`config.mk`:
```
export PLATFORM = sky130hd
export DESIGN_NAME = host_slave_mailbox
export DESIGN_NICKNAME = d
export VERILOG_FILES = /design/src/rtl/host_slave_mailbox.sv
export SDC_FILE = /design/constraint.sdc
export NUM_CORES = 1
export LEC_CHECK = 0
export BUFFER_PORTS_ARGS = -buffer_cell sky130_fd_sc_hd__buf_2
export CAP_MARGIN = 10
export CORE_MARGIN = 10
export CORE_UTILIZATION = 46
export CTS_CLUSTER_DIAMETER = 80
export DETAILED_ROUTE_END_ITERATION = 6
export PLACE_DENSITY_LB_ADDON = 0.05
export SLEW_MARGIN = 20
export SYNTH_ARGS = -nofsm -noshare
export SYNTH_HDL_FRONTEND = slang
export SYNTH_SLANG_ARGS = --single-unit
```
`constraint.sdc`:
```
create_clock -name clk -period 2 [get_ports clk]
set_clock_uncertainty 0.2 [all_clocks]
set_input_delay 0.3 -clock clk [delete_from_list [all_inputs] [get_ports clk]]
set_output_delay 0.3 -clock clk [all_outputs]
set_load 0.01 [all_outputs]
```
`src/rtl/host_slave_mailbox.sv`:
```
module host_slave_mailbox #(
  parameter int AW = 8
) (
  input  logic          clk,
  input  logic          rst_n,
  input  logic [AW-3:0] jumper_n,
  input  logic [AW-1:0] host_addr,
  input  logic          host_wr,
  input  logic          host_rd,
  input  logic [7:0]    host_wdata,
  output logic [7:0]    host_rdata,
  output logic          intr,
  input  logic          slave_stb_n,
  input  logic          slave_ack_n,
  input  logic [7:0]    slave_din,
  output logic [7:0]    slave_dout,
  output logic          slave_doe,
  output logic [7:0]    slave_status,
  output logic          slave_reset,
  output logic          cmd_flag
);

  localparam logic [1:0] OFS_A = 2'd0, OFS_C = 2'd2, OFS_CTL = 2'd3;

  logic [7:0] in_lat, out_lat;
  logic       ibf, obf_n, inte_in, inte_out, ack_q;

  wire       sel     = host_addr[AW-1:2] == jumper_n;
  wire [1:0] ofs     = host_addr[1:0];
  wire       wr_a    = host_wr & sel & (ofs == OFS_A);
  wire       rd_a    = host_rd & sel & (ofs == OFS_A);
  wire       ctl_wr  = host_wr & sel & (ofs == OFS_CTL);
  wire       mode_wr = ctl_wr & host_wdata[7];
  wire       bsr_wr  = ctl_wr & ~host_wdata[7];
  wire       ack_up  = ~ack_q & slave_ack_n;

  assign intr         = (inte_out & obf_n) | (inte_in & ibf);
  assign slave_dout   = out_lat;
  assign slave_doe    = ~slave_ack_n;
  assign slave_status = {1'b0, obf_n, ibf, cmd_flag, 4'b0};

  wire [7:0] port_c = {obf_n, inte_out, ibf, inte_in, intr, 1'b0, slave_reset, cmd_flag};

  always_comb begin
    host_rdata = '0;
    if (host_rd && sel)
      case (ofs)
        OFS_A:   host_rdata = in_lat;
        OFS_C:   host_rdata = port_c;
        default: host_rdata = '0;
      endcase
  end

  always_ff @(posedge clk or negedge rst_n) begin
    if (!rst_n) begin
      in_lat      <= '0;
      out_lat     <= '0;
      ibf         <= 1'b0;
      obf_n       <= 1'b1;
      inte_in     <= 1'b0;
      inte_out    <= 1'b0;
      cmd_flag    <= 1'b0;
      slave_reset <= 1'b0;
      ack_q       <= 1'b1;
    end else begin
      ack_q <= slave_ack_n;
      if (mode_wr) begin
        in_lat   <= '0;
        out_lat  <= '0;
        ibf      <= 1'b0;
        obf_n    <= 1'b1;
        inte_in  <= 1'b0;
        inte_out <= 1'b0;
      end else begin
        if (!slave_stb_n) begin
          in_lat <= slave_din;
          ibf    <= 1'b1;
        end else if (rd_a) begin
          ibf <= 1'b0;
        end
        if (wr_a) begin
          out_lat <= host_wdata;
          obf_n   <= 1'b0;
        end else if (ack_up) begin
          obf_n <= 1'b1;
        end
        if (bsr_wr)
          case (host_wdata[3:1])
            3'd0:    cmd_flag    <= host_wdata[0];
            3'd1:    slave_reset <= host_wdata[0];
            3'd4:    inte_in     <= host_wdata[0];
            3'd6:    inte_out    <= host_wdata[0];
            default: ;
          endcase
      end
    end
  end

  AST_STB_SETS_IBF: assert property (@(posedge clk) disable iff (!rst_n)
    (!slave_stb_n && !mode_wr) |=> ibf);
  AST_READ_CLEARS_IBF: assert property (@(posedge clk) disable iff (!rst_n)
    (rd_a && slave_stb_n) |=> !ibf);
  AST_WRITE_FILLS_OUT: assert property (@(posedge clk) disable iff (!rst_n)
    (wr_a && !mode_wr) |=> !obf_n);
  AST_ACK_EMPTIES_OUT: assert property (@(posedge clk) disable iff (!rst_n)
    ($rose(slave_ack_n) && !wr_a) |=> obf_n);
  AST_MODE_CLEARS: assert property (@(posedge clk) disable iff (!rst_n)
    mode_wr |=> (!ibf && obf_n && !intr && in_lat == 8'h00));

endmodule

```
* After elaboration in Yosys (flattened, before gate mapping)
Index checks and enable logic that the tools add are counted.
** Cells by class
- Eq/ne operators :: 8
- Muxes and demuxes :: 18
- Reductions and logical operators :: 12
- Bitwise operators :: 15
** Operator list (count)
- $mux W8 :: 5
- $pmux W8 S2 :: 1
- $mux W1 :: 12
- $and A1 B1 Y1 :: 10
- $reduce_bool A2 Y1 :: 4
- $eq A3 B3 Y1 const B :: 2
- $eq A6 B6 Y1 :: 1
- $reduce_and A3 Y1 :: 2
- $eq A2 B2 Y1 const B :: 2
- $not A1 Y1 :: 4
- $reduce_and A2 Y1 :: 2
- $eq A3 B1 Y1 const B :: 1
- $logic_not A3 Y1 :: 1
- $ne A3 B1 Y1 const B :: 1
- $reduce_bool A3 Y1 :: 1
- $logic_not A2 Y1 :: 1
- $ne A2 B1 Y1 const B :: 1
- $logic_and A1 B1 Y1 :: 1
- $or A1 B1 Y1 :: 1
** Storage, ports and cells
- Register bits after elaboration :: 23

* Logic depth before layout (Yosys ltp)
- Depth after elaboration :: 6
- Gate-level depth with buffers :: 5

* Worst setup path before layout
No wires, ideal clock.
- Kind :: input-to-output
- Start point :: input jumper_n[2]
- End point :: output host_rdata[0]
- Data arrival time :: 1458 ps
- Slack :: 42 ps
- Stages :: 5
- Data required time :: 1500 ps
- Cells stage by stage :: xor2_1 or2_4 or3_1 clkbuf_1 nor2_1
** On the way
- Word-level cells in the longest chain between the ends :: 3
** RTL lines
- from (decl) :: line 6 : input logic [AW-3:0] jumper_n,
- $eq A6 B6 Y1 :: line 28 : wire sel = host_addr[AW-1:2] == jumper_n;
- $logic_and A1 B1 Y1 :: line 46 : if (host_rd && sel)
- $mux W8 :: line 46
- to (decl) :: line 11 : output logic [7:0] host_rdata,
Every way passes these cells.

* Worst setup path after layout
- Start point :: input host_addr[3]
- End point :: output host_rdata[7]
** On the way
- Word-level cells in the longest chain between the ends :: 3
** RTL lines
- from (decl) :: line 7 : input logic [AW-1:0] host_addr,
- $eq A6 B6 Y1 :: line 28
- $logic_and A1 B1 Y1 :: line 46
- $mux W8 :: line 46
Every way passes these cells.

==> qor.csv <==
metric,value,unit
p_per_area,525,nW/um2
fp.dieW,74.3,um
tightest_slew,0.511,ns
portBuffers,58,
numCtsBuffers,3,
nFillCells,223,
synth_cell_types,41,
gp_congestion,0.815,
grt_max_degree,24,
cp_cell_sequence,buf_6 > xor2_2 > or2_4 > or3_4 > nor2_1 > buf_2,
cp_data_required_time,1.50,ns
wl,3750,um
synth_area,1360,um2
clkSinkCount,23,
htree_levels,1,
overflow,0,
grt_pass1_vias,1290,
antenna_found_initial,0,
first_pass_iters,4,
critPathMaxStageDelay,0.44,ns
drv_slew,0,
crit_slowest_cell,or3_4,
crit_type,input pin to output port,
dr.first_iter.drc_count,67,
antenna_left,0,
syn_area_per_cell,9.70,um2
setup_slack,-0.0121,ns
cts_tree,built,
post_drt_wl_per_cell,16.1,um
synth_area_leaders,"dfrtp_1 39%, mux2i_1 11%, buf_4 5.0%",
outcome,finished with violations,
fmax,0.497,GHz
ys_seq_area_frac,0.426,
post-place-ws,-0.0868,ns
route.detailed.drc,0,
initial_core_util,0.488,
num_antenna_cells,0,
power,935,uW
num_rows,19,
setup_viol,2,
grt_pass1_wl,6090,um
clk_pin_slew,0.12,ns
dieArea,5520,um2
ys_seq_elements,23,
coreArea,2780,um2
violations,negative setup slack,
drv_cap,0,
arrival,1.51,ns
period_share,1.01,
cp-end-kind,output port,
avgViaCountPerCell,5.43,
path_max_fanout,7,
root_buffer,clkbuf_4,
clk_path_buf_depth,2,
hpwl,3000,um
peakVddDrop,0.517,mV
fin_crit,2.01,ns
yosys_warnings,0,
fin_nets,239,
clock_latency,0.30,ns
seqCellArea,578,um2
rsz0062_at_grt,yes,
hold_viol_final,0,
vias,1265,
slew_headroom,0.659,
synthCells,140,
yosysTopAreaCell,dfrtp_1,
startpoint_type,input pin,
leakagePower,0.000894,uW
layout-drive-gt1-share,0.441,
synth_top_area_share,0.387,
track_usage,0.135,
hold_path_class,input pin to flop,
multi_input_area,729,um2
dieHeight,74.3,um
syn2layout_area_growth,31.2,%
ios,64,
[where the power goes]
part | switching [uW] | total (uW) | internal (uW)
combinational | 112 | 214 | 101
sequential | 15.7 | 512 | 496
clock | 132 | 210 | 77.7
total | 260 | 935 | 675
[placed cells by master (no fill, tap or decap), drive strengths merged, types with 3 or more instances in the layout]
| cell type | count |
|---|---|
| xnor2 | 4 |
| a22o | 3 |
| conb | 5 |
| dfrtp | 21 |
| mux2i | 15 |
| or3 | 3 |
| a21oi | 7 |
| nand3 | 10 |
| o21ai | 8 |
| buf | 68 |
| inv | 3 |
| nand4 | 3 |
| nor3 | 3 |
| nor2 | 17 |
| clkbuf | 4 |
[cell usage after synthesis]
library cell   n
nor4_4         1
nor2_4         1
or3b_1         1
o41ai_1        1
a21oi_1        7
buf_4          9
or2_4          1
o311ai_0       1
nor2_1        16
buf_2          2
nand4_1        3
nor4b_1        1
nor4_1         1
and4_1         1
conb_1         1
xnor2_1        4
mux2_2         2
o21ai_0        7
mux2i_1       15
dfrtp_1       21
nand3_1       10
dfstp_2        2
or3_1          3
a211o_1        1
nor3_1         2
nor2b_1        1
nand3b_1       2
nor3_2         1
o31a_1         1
and3_1         1
nor3b_1        1
inv_1          3
xor2_1         2
nand2b_1       1
or3b_2         1
o21ai_1        1
clkbuf_1       3
buf_1          2
o211ai_1       1
nand2_1        2
a22o_1         3
[layout make-up]
cell class | instances | area share
multi-input cells | 102 | 0.409
flip-flops and latches | 23 | 0.324
well taps | 31 | 0.0218
inverters | 3 | 0.00632
clock buffers | 4 | 0.0147
repair buffers | 70 | 0.223
[per-stage QoR]
stage	utilization	area, um2	hold WS [ns]	std cells	setup TNS (ns)
floorplan	-	1370	-0.196	144	0
global placement	0.601	1670	0.0933	226	-0.434
detailed placement	0.601	1670	0.0942	226	-0.553
CTS	0.622	1730	0.0248	232	-0.000913
global route	0.641	1780	0.0221	233	-0.260
finish	0.641	1780	0.0310	233	-0.0236
[flip-flops by register name (all words and copies together), names as in the netlist]
| signal | cells |
|---|---|
| in_lat | 8 |
| slave_dout | 8 |
| ack_q | 1 |
| cmd_flag | 1 |
| ibf | 1 |
| inte_in | 1 |
| inte_out | 1 |
| obf_n | 1 |
| slave_reset | 1 |
[final timing paths]
path	to	depth (start not counted)	from	slack [ns]
setup / recovery	host_rdata[7]	6	host_addr[3]	-0.01
hold / removal	in_lat[4]$_DFFE_PN0P_	3	slave_din[4]	0.03
setup reg to reg	inte_in$_DFFE_PN0P_	2	inte_in$_DFFE_PN0P_	0.92
hold reg to reg	slave_dout[1]$_DFFE_PN0P_	1	slave_dout[1]$_DFFE_PN0P_	0.31
max in group asynchronous	obf_n$_DFFE_PN1P_	2	rst_n	0.95
min in group asynchronous	in_lat[4]$_DFFE_PN0P_	2	rst_n	0.28
[routing by layer]
layer  vias to the layer above  GRT usage  routed length [um]
met3                         2     0.0532                 392
met2                        43      0.225                1820
met4                         0     0.0305                  10
li1                        606          -                   -
met1                       614      0.160                1520
met5                         -          0                   0
[logic make-up after synthesis]
kind of cell	count (synthesis)	synth area share
and+or+nand+nor	51	0.220
xor gates and xnor gates	6	0.0387
DFF	23	0.426
AOI/OAI and AO/OA	23	0.106
other	1	0.00276
muxes	17	0.127
buffers and inverters	19	0.0793
[worst max-delay path: cells and delay by family]
kind / cells / cell delay (ns)
buffers and inverters: 2 / 0.24
XOR/XNOR: 1 / 0.17
AND/OR/NAND/NOR: 3 / 0.80
[timing repair]
action	in CTS	in global routing
buffers inserted	0	1
setup endpoints to repair	8	8
hold buffers	2	0
pin swaps	1	10
gates resized for setup	2	9
hold endpoints to repair	22	0
Power figures use the tool's default switching activity.
